$ cat src/rtl/irq_pkg.sv
package irq_pkg;
  localparam int unsigned WORD_W     = 32;
  localparam int unsigned NUM_CPU    = 2;
  localparam int unsigned LINE_W     = 8;
  localparam int unsigned LINE_BASE  = 2;  // cpu c drives line LINE_BASE + c
endpackage

$ cat src/rtl/irq_mask_bank.sv
module irq_mask_bank #(
  parameter int unsigned NUM_SRC = 64,
  parameter int unsigned WSEL_W  = 1,
  parameter int unsigned IDX_W   = 6
) (
  input  logic                       clk_i,
  input  logic                       rst_ni,
  input  logic                       wr_en_i,
  input  logic [WSEL_W-1:0]          wr_word_i,
  input  logic [irq_pkg::WORD_W-1:0] wr_data_i,
  input  logic                       clr_en_i,
  input  logic [IDX_W-1:0]           clr_idx_i,
  output logic [NUM_SRC-1:0]         mask_o
);
  localparam int unsigned NUM_WORDS = NUM_SRC / irq_pkg::WORD_W;

  logic [NUM_SRC-1:0] mask_q, mask_d;

  always_comb begin
    mask_d = mask_q;
    if (wr_en_i) begin
      for (int p = 0; p < NUM_WORDS; p++) begin
        if (int'(wr_word_i) == p)
          mask_d[(p ^ (NUM_WORDS-1))*irq_pkg::WORD_W +: irq_pkg::WORD_W] = wr_data_i;
      end
    end
    // disable takes precedence over a same-cycle write
    if (clr_en_i) mask_d[clr_idx_i] = 1'b0;
  end

  always_ff @(posedge clk_i or negedge rst_ni) begin
    if (!rst_ni) mask_q <= '0;
    else         mask_q <= mask_d;
  end

  assign mask_o = mask_q;


  clr_wins_chk: assert property (@(posedge clk_i) disable iff (!rst_ni)
    clr_en_i |=> !mask_o[$past(clr_idx_i)]);
endmodule

$ cat src/rtl/irq_rr_pick.sv
module irq_rr_pick #(
  parameter int unsigned NUM_SRC = 64,
  parameter int unsigned IDX_W   = 6,
  parameter int unsigned EXT_LO  = 40,
  parameter int unsigned EXT_HI  = 43,
  parameter bit          EXT_EN  = 1'b1
) (
  input  logic               clk_i,
  input  logic               rst_ni,
  input  logic [NUM_SRC-1:0] pend_i,
  input  logic               adv_i,
  output logic               vld_o,
  output logic [IDX_W-1:0]   idx_o,
  output logic               ext_o,
  output logic [IDX_W-1:0]   num_o
);
  logic [IDX_W-1:0] ptr_q;
  logic [IDX_W-1:0] j;

  always_comb begin
    vld_o = 1'b0;
    idx_o = '0;
    j     = '0;
    for (int k = 0; k < NUM_SRC; k++) begin
      j = ptr_q + IDX_W'(k);  // wraps: NUM_SRC is a power of two
      if (!vld_o && pend_i[j]) begin
        vld_o = 1'b1;
        idx_o = j;
      end
    end
  end

  always_comb begin
    ext_o = 1'b0;
    num_o = idx_o;
    if (EXT_EN && int'(idx_o) >= int'(EXT_LO) && int'(idx_o) <= int'(EXT_HI)) begin
      ext_o = 1'b1;
      num_o = idx_o - IDX_W'(EXT_LO);
    end
  end

  always_ff @(posedge clk_i or negedge rst_ni) begin
    if (!rst_ni)              ptr_q <= '0;
    else if (adv_i && vld_o)  ptr_q <= idx_o + 1'b1;
  end


  pick_pending_chk: assert property (@(posedge clk_i) disable iff (!rst_ni)
    vld_o |-> pend_i[idx_o]);

  ptr_first_chk: assert property (@(posedge clk_i) disable iff (!rst_ni)
    pend_i[ptr_q] |-> (idx_o == ptr_q));

  empty_hold_chk: assert property (@(posedge clk_i) disable iff (!rst_ni)
    !vld_o |=> $stable(ptr_q));

  vld_any_chk: assert property (@(posedge clk_i) disable iff (!rst_ni)
    vld_o == (pend_i != '0));
endmodule

$ cat src/rtl/irq_stat_mask_unit.sv
module irq_stat_mask_unit #(
  parameter int unsigned NUM_SRC = 64,
  parameter int unsigned EXT_LO  = 40,
  parameter int unsigned EXT_HI  = 43,
  parameter bit          EXT_EN  = 1'b1,
  localparam int unsigned NUM_WORDS = NUM_SRC / irq_pkg::WORD_W,
  localparam int unsigned WSEL_W    = (NUM_WORDS > 1) ? $clog2(NUM_WORDS) : 1,
  localparam int unsigned ADDR_W    = WSEL_W + 2,
  localparam int unsigned IDX_W     = $clog2(NUM_SRC),
  localparam int unsigned NCPU      = irq_pkg::NUM_CPU
) (
  input  logic                       clk_i,
  input  logic                       rst_ni,
  input  logic [NUM_SRC-1:0]         src_i,
  input  logic                       reg_we_i,
  input  logic [ADDR_W-1:0]          reg_addr_i,
  input  logic [irq_pkg::WORD_W-1:0] reg_wdata_i,
  output logic [irq_pkg::WORD_W-1:0] reg_rdata_o,
  input  logic                       dis_i,
  input  logic [IDX_W-1:0]           dis_idx_i,
  input  logic [NCPU-1:0]            ack_i,
  output logic [NCPU-1:0]            nxt_vld_o,
  output logic [NCPU*IDX_W-1:0]      nxt_idx_o,
  output logic [NCPU-1:0]            nxt_ext_o,
  output logic [NCPU*IDX_W-1:0]      nxt_num_o,
  output logic [irq_pkg::LINE_W-1:0] int_line_o
);
  logic [NUM_SRC-1:0] stat_q;
  logic [NUM_SRC-1:0] mask_w [NCPU];
  logic [NUM_SRC-1:0] pend_w [NCPU];
  logic [NCPU-1:0]    irq_q;

  logic              a_cpu, a_msel;
  logic [WSEL_W-1:0] a_word;
  assign a_cpu  = reg_addr_i[ADDR_W-1];
  assign a_msel = reg_addr_i[ADDR_W-2];
  assign a_word = reg_addr_i[WSEL_W-1:0];

  always_ff @(posedge clk_i or negedge rst_ni) begin
    if (!rst_ni) stat_q <= '0;
    else         stat_q <= src_i;
  end

  for (genvar c = 0; c < NCPU; c++) begin : g_cpu
    irq_mask_bank #(.NUM_SRC(NUM_SRC), .WSEL_W(WSEL_W), .IDX_W(IDX_W)) u_mask (
      .clk_i     (clk_i),
      .rst_ni    (rst_ni),
      .wr_en_i   (reg_we_i && a_msel && (int'(a_cpu) == c)),
      .wr_word_i (a_word),
      .wr_data_i (reg_wdata_i),
      .clr_en_i  (dis_i),
      .clr_idx_i (dis_idx_i),
      .mask_o    (mask_w[c])
    );

    assign pend_w[c] = stat_q & mask_w[c];

    irq_rr_pick #(.NUM_SRC(NUM_SRC), .IDX_W(IDX_W), .EXT_LO(EXT_LO),
                  .EXT_HI(EXT_HI), .EXT_EN(EXT_EN)) u_pick (
      .clk_i  (clk_i),
      .rst_ni (rst_ni),
      .pend_i (pend_w[c]),
      .adv_i  (ack_i[c]),
      .vld_o  (nxt_vld_o[c]),
      .idx_o  (nxt_idx_o[c*IDX_W +: IDX_W]),
      .ext_o  (nxt_ext_o[c]),
      .num_o  (nxt_num_o[c*IDX_W +: IDX_W])
    );

    always_ff @(posedge clk_i or negedge rst_ni) begin
      if (!rst_ni) irq_q[c] <= 1'b0;
      else         irq_q[c] <= |pend_w[c];
    end


    line_src_chk: assert property (@(posedge clk_i) disable iff (!rst_ni)
      int_line_o[irq_pkg::LINE_BASE + c] |-> $past((stat_q & mask_w[c]) != '0));
  end

  always_comb begin
    int_line_o = '0;
    for (int c = 0; c < NCPU; c++) int_line_o[irq_pkg::LINE_BASE + c] = irq_q[c];
  end

  always_comb begin
    logic [NUM_SRC-1:0] vec;
    vec = a_msel ? mask_w[a_cpu] : stat_q;
    reg_rdata_o = '0;
    for (int p = 0; p < NUM_WORDS; p++) begin
      if (int'(a_word) == p)
        reg_rdata_o = vec[(p ^ (NUM_WORDS-1))*irq_pkg::WORD_W +: irq_pkg::WORD_W];
    end
  end


  ext_range_chk: assert property (@(posedge clk_i) disable iff (!rst_ni)
    nxt_ext_o[0] |-> (nxt_idx_o[IDX_W-1:0] == nxt_num_o[IDX_W-1:0] + IDX_W'(EXT_LO)));
endmodule

$ cat config.mk
export PLATFORM = sky130hd
export DESIGN_NAME = irq_stat_mask_unit
export DESIGN_NICKNAME = d
export VERILOG_FILES = /design/src/rtl/irq_pkg.sv /design/src/rtl/irq_mask_bank.sv /design/src/rtl/irq_rr_pick.sv /design/src/rtl/irq_stat_mask_unit.sv
export SDC_FILE = /design/constraint.sdc
export NUM_CORES = 2
export LEC_CHECK = 0
export BUFFER_PORTS_ARGS = -buffer_cell sky130_fd_sc_hd__buf_2
export CAP_MARGIN = 20
export CELL_PAD_IN_SITES_DETAIL_PLACEMENT = 1
export CELL_PAD_IN_SITES_GLOBAL_PLACEMENT = 1
export CORE_MARGIN = 5
export CORE_UTILIZATION = 35
export CTS_BUF_LIST = sky130_fd_sc_hd__clkbuf_16
export CTS_CLUSTER_SIZE = 25
export DETAILED_ROUTE_END_ITERATION = 16
export PLACE_DENSITY_LB_ADDON = 0.08
export SYNTH_ARGS = -nofsm -noshare
export SYNTH_HDL_FRONTEND = slang
export SYNTH_SLANG_ARGS = --single-unit
export TNS_END_PERCENT = 1
$ cat constraint.sdc
create_clock -name clk_i -period 12.9 [get_ports clk_i]
set_input_delay 1.935 -clock clk_i [delete_from_list [all_inputs] [get_ports clk_i]]
set_output_delay 1.935 -clock clk_i [all_outputs]
set_load 0.01 [all_outputs]
Word level (Yosys, flattened, before mapping):

Index checks and enable logic that the tools add are counted.

* register bits: 206
* input port bits: 111
* output and inout port bits: 68
* word-level logic and storage cells: 1072

* add/subtract/negate cells: 130
* $lt $le $gt $ge: 135
* multiplexer cells: 531
* bitwise logic cells: 7
* reduce and logical (&&, ||, !) cells: 262

Operators with widths (count)
* 6-bit by 7-bit less-than comparator with 1-bit output (second input constant): 129
* 6-bit 2-to-1 mux: 130
* 1-bit binary-select mux with 6-bit select: 128
* 64-bit 2-to-1 mux: 8
* 6-bit adder (second input constant): 64
* 1-bit 2-to-1 mux: 259
* 64-bit bitwise AND: 4
* 6-bit by 5-bit adder with 6-bit output (second input constant): 32
* 32-bit 2-to-1 mux: 5
* 1-bit logical AND: 134
* 64-bit OR reduction: 2
* 1-bit zero test: 126
* 6-bit by 4-bit adder with 6-bit output (second input constant): 16
* 64-bit inverter: 1
* 6-bit by 3-bit adder with 6-bit output (second input constant): 8
* 6-bit by 1-bit adder with 6-bit output (second input constant): 4
* 6-bit by 2-bit adder with 6-bit output (second input constant): 4
* 6-bit >= comparator (second input constant): 2
* 6-bit <= comparator (second input constant): 2
* 6-bit subtractor (second input constant): 2
* 1-bit demux with 6-bit select: 1
* 6-bit by 1-bit >= comparator with 1-bit output (second input constant): 1
* 2-bit >= comparator (second input constant): 1
* 1-bit inverter with 2-bit output: 1
* 1-bit inverter: 1

Longest topological paths before layout:

* depth after elaboration: 196
* depth in mapped cells: 35
* mapped depth without buffers: 24

Modules after synthesis:

From an unflattened synthesis, not the netlist that was laid out.

* cells, all modules: 4634
* area total of the unflattened synthesis: 40287.4 sq um

By module, submodules not included
* irq_rr_pick (g_cpu[1].u_pick): times used 1, cells an instance 1838, area an instance 14776.7 sq um, sequential area each 150.1 sq um
* irq_rr_pick (g_cpu[0].u_pick): times used 1, cells an instance 1774, area an instance 14340.0 sq um, sequential area each 150.1 sq um
* irq_stat_mask_unit: times used 1, cells an instance 404, area an instance 4330.4 sq um, sequential area each 1651.6 sq um
* irq_mask_bank (g_cpu[0].u_mask): times used 1, cells an instance 309, area an instance 3641.0 sq um, sequential area each 1601.5 sq um
* irq_mask_bank (g_cpu[1].u_mask): times used 1, cells an instance 309, area an instance 3199.3 sq um, sequential area each 1601.5 sq um

Worst setup path before layout:

No wires, ideal clock.

* path kind: reg-to-output
* start point: register g_cpu[0].u_pick.ptr_q[1]
* end point: output nxt_ext_o[0]
* arrival time: 7.904 ns
* path slack: 3.061 ns
* cell stages (with the launch flop): 30
* buffers on the path: 8
* path through: dfrtp_1 clkinv_1 buf_1 clkbuf_1 buf_1 clkbuf_1 ha_1 buf_4 xor2_2 mux4_2 mux2_2 mux4_2 mux2i_1 nand2_1 or3_1 clkbuf_1 or4_1 clkbuf_1 o2111a_1 a211o_1 a2111oi_0 o2111a_1 nand2_1 a31oi_1 o21ai_1 ha_1 a21oi_2 nand3_1 nor3b_1 buf_4

* longest elaborated chain between the ends: 195

RTL lines
* from (decl): RTL line irq_rr_pick.sv:17 `logic [IDX_W-1:0] ptr_q;`
* from (signal assigned): RTL line irq_rr_pick.sv:44 `else if (adv_i && vld_o) ptr_q <= idx_o + 1'b1;`
* branches (longest 191 deep; another with 6-bit by 1-bit adder with 6-bit output)
* 6-bit 2-to-1 mux (*): RTL line irq_rr_pick.sv:26 `if (!vld_o && pend_i[j]) begin`
* net nxt_idx_o[1]: RTL line irq_stat_mask_unit.sv:23 `output logic [NCPU*IDX_W-1:0] nxt_idx_o,`
* 6-bit >= comparator or 6-bit <= comparator (tied branches): RTL line irq_rr_pick.sv:36 `if (EXT_EN && int'(idx_o) >= int'(EXT_LO) && int'(idx_o) <= int'(EXT_HI)) begin`
* 1-bit logical AND (*): RTL line irq_rr_pick.sv:36
* 1-bit 2-to-1 mux (*): RTL line irq_rr_pick.sv:36
* to (decl): RTL line irq_stat_mask_unit.sv:24 `output logic [NCPU-1:0] nxt_ext_o,`

Mark *: on every way through the listed nets, which the timed path passes. The select of a mux whose other input is x is not followed.

Final worst setup path:

* start point: register g_cpu[0].u_pick.ptr_q[1]
* end point: output nxt_num_o[5]

* longest elaborated chain between the ends: 195

RTL lines
* branches (longest 191 deep; another with 6-bit by 1-bit adder with 6-bit output)
* 6-bit 2-to-1 mux (*): RTL line irq_rr_pick.sv:26
* 6-bit >= comparator or 6-bit <= comparator (tied branches): RTL line irq_rr_pick.sv:36
* 1-bit logical AND: RTL line irq_rr_pick.sv:36
* 6-bit 2-to-1 mux (*): RTL line irq_rr_pick.sv:36
* to (decl): RTL line irq_stat_mask_unit.sv:25 `output logic [NCPU*IDX_W-1:0] nxt_num_o,`

Every way passes the cells marked *. The select of a mux whose other input is x is not followed.

==> flow_summary.json <==
{
  "htreeDepth": 1,
  "route.top_layer_used": "met5",
  "synth-seq-area-share_pct": 13.2,
  "synth-async-reset-ratio_pct": 100,
  "path_class": "reg -> out",
  "wl_per_cell_um": 41.1,
  "start_util_pct": 35.2,
  "finalHoldViolCount": 0,
  "nNetsFinal": 5131,
  "hold_path_class": "reg -> reg",
  "ys_warn_count": 0,
  "dr_wl_met3_um": 32200,
  "syn_inst": 4921,
  "synth_top_area_share_pct": 20.1,
  "maxCapViolations": 0,
  "antenna_left": 0,
  "avgSynthCellArea_um2": 7.92,
  "die_h_um": 344,
  "synth.largest_area_cell": "mux4_2",
  "drt-initial-drc-count": 6840,
  "clkTransAtPathRegs_ns": 0.07,
  "wl_met1_um": 108000,
  "synth_ff_type": "dfrtp_1",
  "grt_pass1_vias": 44862,
  "cp.required_ns": 10.97,
  "drt-total-wl_um": 267000,
  "drc": 0,
  "fillers": 13457,
  "synth_seq_cells": 206,
  "cts_buffers": 22,
  "relSlewSlack_pct": 11.7,
  "met2_wirelength_um": 108000,
  "port-buffer-count": 172,
  "critPathArrivalTime_ns": 9.98,
  "gp_congestion": 1.07,
  "synthTopCellsByArea": "mux4_2 20%, dfrtp_1 13%, nand2_1 7.4%",
  "run_status": "complete, no violations",
  "slew_viol_final": 0,
  "hpwl_um": 215000,
  "worst_pin_slew_ns": 1.31,
  "cts_hold_buf": 0,
  "cp_max_fo": 20,
  "vias_per_cell": 7.36,
  "synth_area_um2": 39000,
  "grt_usage_pct": 43.4,
  "antenna_found_initial": 10,
  "dieWidth_um": 344,
  "core.rowCount": 122,
  "clock_skew_ns": 0.0236,
  "vias": 47736,
  "die_area_um2": 118000,
  "synth_edf_count": 0,
  "finalSetupViolCount": 0,
  "cts.sink_count": 206,
  "period_needed_ns": 11.92,
  "critPathCaptureType": "output pin",
  "dr.pass1.iters": 6,
  "grt_first_pass_wirelength_um": 367000,
  "drive_above_1_share_pct": 19.2,
  "ctsResizeCount": 0,
  "area_growth_pct": 9.41,
  "fin_tns_setup_ns": 0,
  "globalRoute.totalOverflow": 0,
  "grt_max_degree": 197,
  "cts_tree": "yes",
  "min_period_over_period_pct": 92.4,
  "cts_root_buffer": "clkbuf_16",
  "clock_path_buffers": 3,
  "core_area_um2": 111000,
  "clkLatencyLatePin_ns": 0.56,
  "fmax_mhz": 83.9,
  "grt_setup_unrepaired": "false",
  "io_pins": 179,
  "cp-start-kind": "flip-flop",
  "synth.distinct_cells": 121,
  "cts_setup_buffers": 0
}
per-stage QoR:
stage	utilization (%)	setup slack, ns	std cells	instance area [um^2]	hold WS [ns]
floorplan	-	3.06	4926	39000	0.525
global placement	37.8	2.18	6431	41900	0.559
detailed placement	37.9	2.06	6437	41900	0.554
CTS	38.5	1.39	6476	42600	0.562
global route	38.5	0.901	6481	42600	0.598
finish	38.5	0.984	6489	42600	0.564
worst paths after layout:
kind                                                           start                              endpoint  slack [ns]  cells after the start
worst max-delay path            g_cpu[0].u_pick.ptr_q[1]$_DFFE_PN0P_                          nxt_num_o[5]        0.98                     22
worst min-delay path            g_cpu[1].u_mask.mask_o[17]$_DFF_PN0_  g_cpu[1].u_mask.mask_o[17]$_DFF_PN0_        0.56                      2
worst max register to register  g_cpu[1].u_pick.ptr_q[0]$_DFFE_PN0P_  g_cpu[1].u_pick.ptr_q[5]$_DFFE_PN0P_        3.58                     21
worst min register to register  g_cpu[1].u_mask.mask_o[17]$_DFF_PN0_  g_cpu[1].u_mask.mask_o[17]$_DFF_PN0_        0.56                      2
max in group asynchronous                                     rst_ni  g_cpu[0].u_pick.ptr_q[0]$_DFFE_PN0P_        9.44                      3
min in group asynchronous                                     rst_ni  g_cpu[1].u_mask.mask_o[56]$_DFF_PN0_        1.46                      1
critical path: stages (launching register included):
cell and delay (ns):
dfrtp_4 0.69, ha_1 0.49, nand2b_1 0.27, and2_1 0.70
buf_4 0.34, mux4_2 0.59, mux4_2 0.62, mux2i_4 0.36
nand4b_2 0.48, nor4_2 0.91, or3b_2 0.58, o2111ai_1 0.22
o21ai_0 0.19, a2111oi_0 0.91, o2111a_1 0.26, nand2_1 0.12
a31oi_1 0.30, o21ai_1 0.28, ha_1 0.32, a21oi_2 0.17
nand3_1 0.14, o31a_1 0.30, buf_2 0.14
flip-flops by register name (all words and copies together) (netlist names):
name                 count
g_cpu.u_mask.mask_o    128
stat_q                  64
g_cpu.u_pick.ptr_q      12
int_line_o               2
cell families (layout without fill, tap and decap cells):
kind of cell | Yosys count | after routing | synth area share, %
buffers and inverters | 412 | 479 | 4.66
and+or+nand+nor | 2176 | 2176 | 27.7
adders and majority gates | 42 | 42 | 1.35
muxes | 601 | 601 | 26.9
other | 1 | 14 | 0.00963
xor gates and xnor gates | 155 | 155 | 3.54
AOI/OAI and AO/OA | 1328 | 1328 | 22.7
DFF | 206 | 206 | 13.2
cells in the mapped netlist, types with 21 or more instances:
| library cell | count |
|---|---|
| a21oi_1 | 319 |
| nand2b_1 | 37 |
| or2_2 | 23 |
| o21ai_1 | 22 |
| buf_4 | 26 |
| a31oi_1 | 37 |
| o211ai_1 | 53 |
| buf_2 | 76 |
| a221oi_1 | 21 |
| clkbuf_1 | 194 |
| a211oi_1 | 55 |
| or3_1 | 33 |
| mux2_2 | 73 |
| nor2b_1 | 29 |
| nand4_1 | 107 |
| o22ai_1 | 80 |
| nand3b_1 | 23 |
| nand2_1 | 770 |
| o2111ai_1 | 31 |
| xnor2_1 | 138 |
| and3_1 | 46 |
| buf_1 | 36 |
| a21boi_0 | 26 |
| mux2i_1 | 179 |
| a22oi_1 | 33 |
| ha_1 | 42 |
| dfrtp_1 | 206 |
| nor2_1 | 366 |
| and2_1 | 138 |
| mux4_2 | 347 |
| o21a_1 | 29 |
| nand4b_1 | 27 |
| o31ai_1 | 28 |
| nor4_1 | 49 |
| o21ai_0 | 291 |
| a211o_1 | 31 |
| inv_1 | 59 |
| o221ai_1 | 26 |
| a21o_1 | 23 |
| nor3_1 | 136 |
| nand3_1 | 264 |
area by class of cell:
class,count,area [um^2],area share (%)
Antenna cell,8,20.0,0.0470
Clock buffer,23,576,1.35
Clock inverter,16,77.6,0.182
Inverter,70,263,0.616
Multi-Input combinational cell,4308,32200,75.6
Sequential cell,206,5180,12.1
Tap cell,1488,1860,4.37
Timing Repair Buffer,370,2410,5.65
cells in the final DEF, fill, tap and decap left out, types with 118 or more instances in the layout:
cell type	synthesis	routed
nand3_1	264	264
dfrtp_1	206	194
nand2_1	770	768
and2_1	138	136
buf_2	76	170
nor3_1	136	135
o21ai_0	291	291
mux2i_1	179	179
xnor2_1	138	118
nor2_1	366	366
buf_4	26	192
mux4_2	347	347
a21oi_1	319	319
per-layer routing:
metal / GRT usage, % / vias up
met5: 0 / -
met1: 59.2 / 24261
met2: 61.7 / 3508
met3: 12.7 / 758
met4: 23.7 / 10
li1: - / 19199
Power is left out: the tool's default activity adds up to more than one toggle a clock period on the data nets, which glitch-free logic cannot reach.
